==> src/rtl/win_mask_pkg.sv <==
package win_mask_pkg;
  localparam int POS_W      = 8;
  localparam int MASK_LAYERS = 5;
  localparam int NUM_LAYERS = MASK_LAYERS + 1;
  localparam int NUM_WIN    = 2;
  localparam int SEL_BITS   = 2 * NUM_WIN;
  localparam int OP_BITS    = 2;
  localparam int SEL_W      = NUM_LAYERS * SEL_BITS;
  localparam int OP_W       = NUM_LAYERS * OP_BITS;

  typedef enum logic [1:0] {
    OP_OR   = 2'b00,
    OP_AND  = 2'b01,
    OP_XOR  = 2'b10,
    OP_XNOR = 2'b11
  } winOpE;

  typedef struct packed {
    logic loadCfg;
  } ctrlStrbS;

  function automatic logic joinWin(input logic [SEL_BITS-1:0] sel,
                                   input logic [OP_BITS-1:0] op,
                                   input logic w1, input logic w2);
    logic a, b;
    a = w1 ^ sel[0];
    b = w2 ^ sel[2];
    case ({sel[3], sel[1]})
      2'b00: return 1'b0;
      2'b01: return a;
      2'b10: return b;
      default: begin
        case (winOpE'(op))
          OP_OR:   return a | b;
          OP_AND:  return a & b;
          OP_XOR:  return a ^ b;
          default: return ~(a ^ b);
        endcase
      end
    endcase
  endfunction
endpackage

==> src/rtl/win_mask_ctrl.sv <==
module win_mask_ctrl
  import win_mask_pkg::*;
(
  input  logic     cfgLoad,
  output ctrlStrbS strb
);
  always_comb begin
    strb = '0;
    strb.loadCfg = cfgLoad;
  end
endmodule

==> src/rtl/win_mask_dp.sv <==
module win_mask_dp
  import win_mask_pkg::*;
(
  input  logic                   clk,
  input  logic                   rstN,
  input  ctrlStrbS               strb,
  input  logic [NUM_WIN*POS_W-1:0] leftIn,
  input  logic [NUM_WIN*POS_W-1:0] rightIn,
  input  logic [SEL_W-1:0]       selIn,
  input  logic [OP_W-1:0]        opIn,
  input  logic [MASK_LAYERS-1:0] mainIn,
  input  logic [MASK_LAYERS-1:0] subIn,
  input  logic [POS_W-1:0]       pixelX,
  output logic [MASK_LAYERS-1:0] mainMask,
  output logic [MASK_LAYERS-1:0] subMask,
  output logic                   colorWin
);
  logic [POS_W-1:0]       leftQ  [NUM_WIN];
  logic [POS_W-1:0]       rightQ [NUM_WIN];
  logic [SEL_W-1:0]       selQ;
  logic [OP_W-1:0]        opQ;
  logic [MASK_LAYERS-1:0] mainQ, subQ;
  logic [NUM_WIN-1:0]     winHit;
  logic [NUM_LAYERS-1:0]  layerRes;

  always_ff @(posedge clk or negedge rstN) begin
    if (!rstN) begin
      selQ  <= '0;
      opQ   <= '0;
      mainQ <= '0;
      subQ  <= '0;
    end else if (strb.loadCfg) begin
      selQ  <= selIn;
      opQ   <= opIn;
      mainQ <= mainIn;
      subQ  <= subIn;
    end
  end

  for (genvar w = 0; w < NUM_WIN; w++) begin : g_win
    always_ff @(posedge clk or negedge rstN) begin
      if (!rstN) begin
        leftQ[w]  <= '0;
        rightQ[w] <= '0;
      end else if (strb.loadCfg) begin
        leftQ[w]  <= leftIn[w*POS_W +: POS_W];
        rightQ[w] <= rightIn[w*POS_W +: POS_W];
      end
    end

    assign winHit[w] = (pixelX >= leftQ[w]) && (pixelX <= rightQ[w]);


    empty_win_chk: assert property (@(posedge clk) disable iff (!rstN)
      (leftQ[w] > rightQ[w]) |-> !winHit[w]);
  end

  for (genvar i = 0; i < NUM_LAYERS; i++) begin : g_layer
    assign layerRes[i] = joinWin(selQ[i*SEL_BITS +: SEL_BITS],
                                 opQ[i*OP_BITS +: OP_BITS],
                                 winHit[0], winHit[1]);


    no_enable_chk: assert property (@(posedge clk) disable iff (!rstN)
      (!selQ[i*SEL_BITS+1] && !selQ[i*SEL_BITS+3]) |-> !layerRes[i]);
  end

  assign mainMask = layerRes[MASK_LAYERS-1:0] & mainQ;
  assign subMask  = layerRes[MASK_LAYERS-1:0] & subQ;
  assign colorWin = layerRes[NUM_LAYERS-1];


  main_dest_chk: assert property (@(posedge clk) disable iff (!rstN)
    (mainMask & ~mainQ) == '0);


  sub_dest_chk: assert property (@(posedge clk) disable iff (!rstN)
    (subMask & ~subQ) == '0);


  cfg_hold_chk: assert property (@(posedge clk) disable iff (!rstN)
    !strb.loadCfg |=> ($stable(selQ) && $stable(opQ) && $stable(mainQ) && $stable(subQ)));
endmodule

==> src/rtl/win_mask_top.sv <==
module win_mask_top
  import win_mask_pkg::*;
(
  input  logic        clk,
  input  logic        rstN,
  input  logic        cfgLoad,
  input  logic [7:0]  win1Left,
  input  logic [7:0]  win1Right,
  input  logic [7:0]  win2Left,
  input  logic [7:0]  win2Right,
  input  logic [23:0] winSel,
  input  logic [11:0] winOp,
  input  logic [4:0]  mainDest,
  input  logic [4:0]  subDest,
  input  logic [7:0]  pixelX,
  output logic [4:0]  mainMask,
  output logic [4:0]  subMask,
  output logic        colorWin
);
  ctrlStrbS strb;

  win_mask_ctrl u_ctrl (
    .cfgLoad (cfgLoad),
    .strb    (strb)
  );

  win_mask_dp u_dp (
    .clk      (clk),
    .rstN     (rstN),
    .strb     (strb),
    .leftIn   ({win2Left, win1Left}),
    .rightIn  ({win2Right, win1Right}),
    .selIn    (winSel),
    .opIn     (winOp),
    .mainIn   (mainDest),
    .subIn    (subDest),
    .pixelX   (pixelX),
    .mainMask (mainMask),
    .subMask  (subMask),
    .colorWin (colorWin)
  );


  same_cycle_chk: assert property (@(posedge clk) disable iff (!rstN)
    ($stable(pixelX) && !$past(cfgLoad)) |-> ($stable(mainMask) && $stable(subMask) && $stable(colorWin)));
endmodule

==> config.mk <==
export PLATFORM = sky130hd
export DESIGN_NAME = win_mask_top
export DESIGN_NICKNAME = d
export VERILOG_FILES = /design/src/rtl/win_mask_pkg.sv /design/src/rtl/win_mask_ctrl.sv /design/src/rtl/win_mask_dp.sv /design/src/rtl/win_mask_top.sv
export SDC_FILE = /design/constraint.sdc
export NUM_CORES = 1
export LEC_CHECK = 0
export BUFFER_PORTS_ARGS = -buffer_cell sky130_fd_sc_hd__buf_2
export CORE_MARGIN = 1
export CORE_UTILIZATION = 49
export CTS_CLUSTER_SIZE = 40
export DETAILED_ROUTE_END_ITERATION = 8
export PLACE_DENSITY_LB_ADDON = 0.3
export SLEW_MARGIN = 10
export SYNTH_ARGS = -nofsm -noshare
export SYNTH_HDL_FRONTEND = slang
export SYNTH_HIERARCHICAL = 1
export SYNTH_SLANG_ARGS = --single-unit
==> constraint.sdc <==
create_clock -name clk -period 2.72 [get_ports clk]
set_input_delay 0 -clock clk [delete_from_list [all_inputs] [get_ports clk]]
set_output_delay 0 -clock clk [all_outputs]
set_load 0.01 [all_outputs]
After elaboration in Yosys (flattened, before gate mapping)
Index checks and enable logic that the tools add are counted.
Widths: inputs -> output; s select.
{"block": "classes", "magnitude_cmp": 4, "eq_ne": 24, "n_mux": 12, "n_bitwise": 38, "reduce_logical": 14}
{"cell": "$pmux 1 s3", "n": 12}
{"cell": "$eq 2x1->1 const B", "n": 12}
{"cell": "$eq 2x2->1 const B", "n": 12}
{"cell": "$logic_not 2->1", "n": 12}
{"cell": "$xor 1x1->1", "n": 18}
{"cell": "$ge 8x8->1", "n": 2}
{"cell": "$le 8x8->1", "n": 2}
{"cell": "$and 5x5->5", "n": 2}
{"cell": "$and 1x1->1", "n": 6}
{"cell": "$not 1->1", "n": 6}
{"cell": "$or 1x1->1", "n": 6}
{"cell": "$logic_and 1x1->1", "n": 2}
{"block": "word_totals", "register_bits": 78, "output_inout_bits": 11}

Longest topological paths before layout
{"block": "logic_depth", "depth_word": 8, "depth_mapped": 14, "depth_no_buf": 13}

Cells and area by module
The synthesis kept the hierarchy.
{"module": "win_mask_dp", "n_inst": 1, "cells_each": 477, "area_per_inst_um2": 4504.3}
{"module": "win_mask_ctrl", "n_inst": 1, "cells_each": 1, "area_per_inst_um2": 7.5}

Worst setup path before layout
OpenSTA, ideal clock, no wires.
{"block": "synth_path", "path_kind": "register -> output", "start": "register u_dp/leftQ[10] in the netlist's numbering", "end": "output port mainMask[1]", "arrival_time_ns": 2.715, "t_required_ns": 2.720, "slack_ns": 0.005, "path_stages_with_launch": 14, "cell_sequence": "dfrtp_1 inv_1 ha_1 a211o_1 a31oi_1 o311a_1 nor4_1 or2_2 ha_1 xnor2_1 a21o_1 nand2_1 o211ai_1 a31oi_1"}
{"block": "synth_via", "elab_chain_cells": 8, "word_cells_on_any_way": 10}
{"element": "start: declaration", "line": "win_mask_dp.sv:18", "text": "logic [POS_W-1:0] leftQ [NUM_WIN];"}
{"element": "start signal: indexed assignment", "line": "win_mask_dp.sv:46", "text": "leftQ[w] <= leftIn[w*POS_W +: POS_W];"}
{"element": "$ge 8x8->1 (*)", "line": "win_mask_dp.sv:51", "text": "assign winHit[w] = (pixelX >= leftQ[w]) && (pixelX <= rightQ[w]);"}
{"element": "$logic_and 1x1->1 (*)", "line": "win_mask_dp.sv:51"}
{"element": "$xor 1x1->1 (*)", "line": "win_mask_pkg.sv:26", "text": "a = w1 ^ sel[0];"}
{"element": "$xor 1x1->1", "line": "win_mask_pkg.sv:36, win_mask_pkg.sv:37"}
{"element": "$not 1->1", "line": "win_mask_pkg.sv:37", "text": "default: return ~(a ^ b);"}
{"element": "$pmux 1 s3", "line": "win_mask_pkg.sv:33", "text": "case (winOpE'(op))"}
{"element": "$pmux 1 s3 (*)", "line": "win_mask_pkg.sv:28", "text": "case ({sel[3], sel[1]})"}
{"element": "$and 5x5->5 (*)", "line": "win_mask_dp.sv:68", "text": "assign mainMask = layerRes[MASK_LAYERS-1:0] & mainQ;"}
{"element": "end: declaration", "line": "win_mask_top.sv:16", "text": "output logic [4:0] mainMask,"}
Mark *: on every way between the ends. The rest lies on a longest branch, timed or not.

Final worst setup path
{"block": "layout_path", "start": "register u_dp/leftQ[10] in the netlist's numbering", "end": "output port colorWin"}
{"block": "layout_via", "elab_chain_cells": 7, "word_cells_on_any_way": 9}
{"element": "$ge 8x8->1 (*)", "line": "win_mask_dp.sv:51"}
{"element": "$logic_and 1x1->1 (*)", "line": "win_mask_dp.sv:51"}
{"element": "$xor 1x1->1 (*)", "line": "win_mask_pkg.sv:26"}
{"element": "$xor 1x1->1", "line": "win_mask_pkg.sv:36, win_mask_pkg.sv:37"}
{"element": "$not 1->1", "line": "win_mask_pkg.sv:37"}
{"element": "$pmux 1 s3", "line": "win_mask_pkg.sv:33"}
{"element": "$pmux 1 s3 (*)", "line": "win_mask_pkg.sv:28"}
{"element": "end: declaration", "line": "win_mask_top.sv:18", "text": "output logic colorWin"}
Marked as above.

==> results_dict.tcl <==
set metrics [dict create \
    status "complete, but fails checks" \
    failed_checks "DRC, setup timing" \
    async_flop_share_pct 100.0 \
    holdWs_ns 0.1694 \
    drv_slew 0 \
    grt_overflow 0 \
    tritoncts "built" \
    grt_pass1_wl_mm 22.39 \
    cts_buffer_depth 2 \
    fin_area_sq_um 7188 \
    first_global_vias 4778 \
    synth_top_area_share_pct 43.26 \
    hold_depth 3 \
    vias 4920 \
    path_class "reg -> out" \
    place.gp.congestion 0.8206 \
    grtUsageMet1_pct 35.17 \
    place_ws_ns -0.4084 \
    end_kind "primary output" \
    finalHoldViolCount 0 \
    start_util_pct 51.24 \
    grt.busiest_layer "met2" \
    netlist_instances 478 \
    power_density_nw_per_um2 528.7 \
    synth_nets 605 \
    nets 843 \
    die_h_microns 97.96 \
    placed_area_sq_um 5354 \
    h-tree-depth 3 \
    ant_nets 0 \
    grt_use_met3_pct 5.011 \
    wire_per_inst_microns 19.38 \
    r2r_slack_ns 1.57 \
    yosysWarnings 6 \
    leakage_nw 3.305 \
    cts_made_buffers 9 \
    first_iter_violations 436 \
    fmax_ghz 0.2829 \
    clkTransAtPathRegs_ns 0.08 \
    finalPower_mw 3.800 \
    ys_seq_elements 78 \
    drive_gt1_share_pct 37.86 \
    critPathMaxFanout 7 \
    finalNonFillerCells 829 \
    rsz0062_at_grt "yes" \
    synth_area_sq_um 4512 \
    final_util_pct 81.63 \
    max_slew_margin_pct 34.17 \
    yosysSeqAreaShare_pct 43.26 \
    yosys.cell_count.top_type "dfrtp_1" \
    worst_slew_pin_slew_ns 0.9874 \
    critPathArrivalTime_ns 3.54 \
    setup_tns_ns -8.086 \
    cap_violations 0 \
    netlist_top_cells_area "dfrtp_1, ha_1, o21ai_0" \
    syn_avg_cell_area_sq_um 9.439 \
    core_area_sq_um 8806 \
    worst_setup_path_start_kind "flip-flop" \
    synth_common_cells "dfrtp_1, o21ai_0, nand2_1, inv_1, ha_1" \
    synth_edf_count 0 \
    period_minus_slack_ns 3.535 \
    met2_usage_pct 50.87 \
    port_buffers 99 \
    die_area_sq_um 9595 \
    drt_first_pass_iters 9 \
    clk_latency_ns 0.36 \
    synthFlopType "dfrtp_1" \
    synth.largest_area_cell "dfrtp_1" \
    die_w_microns 97.96 \
    ioPinCount 100 \
    grt_usage_pct 29.51 \
    worst_slack_ns -0.8153 \
    hpwl_mm 8.154 \
    ir_worst_vdd_mv 0.2960 \
    ys_types 39 \
    skew_ns 0 \
    antennaDiodeCount 0 \
    drc 5 \
    drt-total-wl_mm 16.07 \
    row_count 34 \
    grt_max_degree 79 \
    dp_cells 703 \
    antenna_found_initial 0 \
    cts.sinks 78 \
    viasPerCell 5.935 \
    hold_class "in -> reg" \
    setup_viol 11 \
    fin_crit_sh_pct 130.0 \
    cts_root_buffer "clkbuf_8" \
    r2r_cells 4 \
    areaGrowthSynthToFinish_pct 59.32 \
    cp_data_required_time_ns 2.72 \
]
[timing repair]
action                                  CTS  global route
gates cloned                              0             0
hold buffers                             79             0
gates resized for setup                  43            53
setup buffers                            15            16
pin swaps                                21            31
endpoints found under the setup margin   11            11
endpoints found under the hold margin   156             0
[path summary, 6_finish.rpt]
kind / startpoint / endpoint
max: u_dp/leftQ[10] / colorWin
min: cfgLoad / u_dp/rightQ[7]
min in group asynchronous: rstN / u_dp/rightQ[5]
min reg2reg: u_dp/leftQ[0] / u_dp/leftQ[0]
max reg2reg: u_dp/leftQ[10] / u_dp/leftQ[10]
max in group asynchronous: rstN / u_dp/selQ[22]
[power by group]
| part | total [mW] | switching (mW) | internal [mW] |
|---|---|---|---|
| Clock | 1.05 | 0.436 | 0.610 |
| Sequential | 1.37 | 0.0999 | 1.27 |
| Combinational | 1.39 | 0.680 | 0.708 |
[layout by cell type, fill, tap and decap left out, types with 14 or more instances in the layout]
| cell type | count |
|---|---|
| inv_1 | 46 |
| mux2_2 | 27 |
| nand2_1 | 61 |
| o21ai_0 | 65 |
| o211ai_1 | 14 |
| dfrtp_1 | 78 |
| buf_4 | 55 |
| a31oi_1 | 21 |
| dlygate4sd3_1 | 79 |
| buf_2 | 97 |
| ha_1 | 23 |
[worst max-delay path, stage by stage (launching register included)]
cell and delay [ns]:
dfrtp_1 0.41, inv_2 0.10, ha_4 0.21, a211o_1 0.33, a31oi_4 0.18, buf_6 0.13, o311ai_4 0.11, buf_6 0.19
a31oi_1 0.19, nor2_1 0.09, ha_1 0.31, xor2_1 0.19, a21oi_2 0.22, o21ai_1 0.10, mux2i_1 0.20, a211oi_2 0.06
buf_2 0.16
[cells by family (layout without fill, tap and decap cells)]
kind of cell             count (synthesis)  in the layout  synth area share (%)
multiplexers                            28             28                 6.961
AND/OR/NAND/NOR                        104            104                 10.59
flip-flops                              78             78                 43.26
adder cells (fa/ha/maj)                 38             38                 10.54
XOR/XNOR                                12             12                 2.329
buffers and inverters                   72            315                 6.267
AO/OA/AOI/OAI                          146            146                 20.05
[per-layer routing]
| metal | wire (microns) | up-vias |
|---|---|---|
| met4 | 838 | 0 |
| met5 | 0 | - |
| li1 | - | 2173 |
| met2 | 7908 | 335 |
| met3 | 1172 | 84 |
| met1 | 6147 | 2328 |
[final cells by class]
class | instances | area, sq um
multi-input combinational | 328 | 2798
sequential | 78 | 1952
timing repair buffer | 246 | 1874
fill | 454 | 1618
inverter | 53 | 198.9
clock buffer | 12 | 135.1
tap | 108 | 135.1
clock inverter | 4 | 95.09
[flip-flops by register name (all words and copies together), names as in the netlist]
name,count
u_dp/opQ,12
u_dp/mainQ,5
u_dp/rightQ,16
u_dp/leftQ,16
u_dp/subQ,5
u_dp/selQ,24
(Power assumes the default switching activity.)
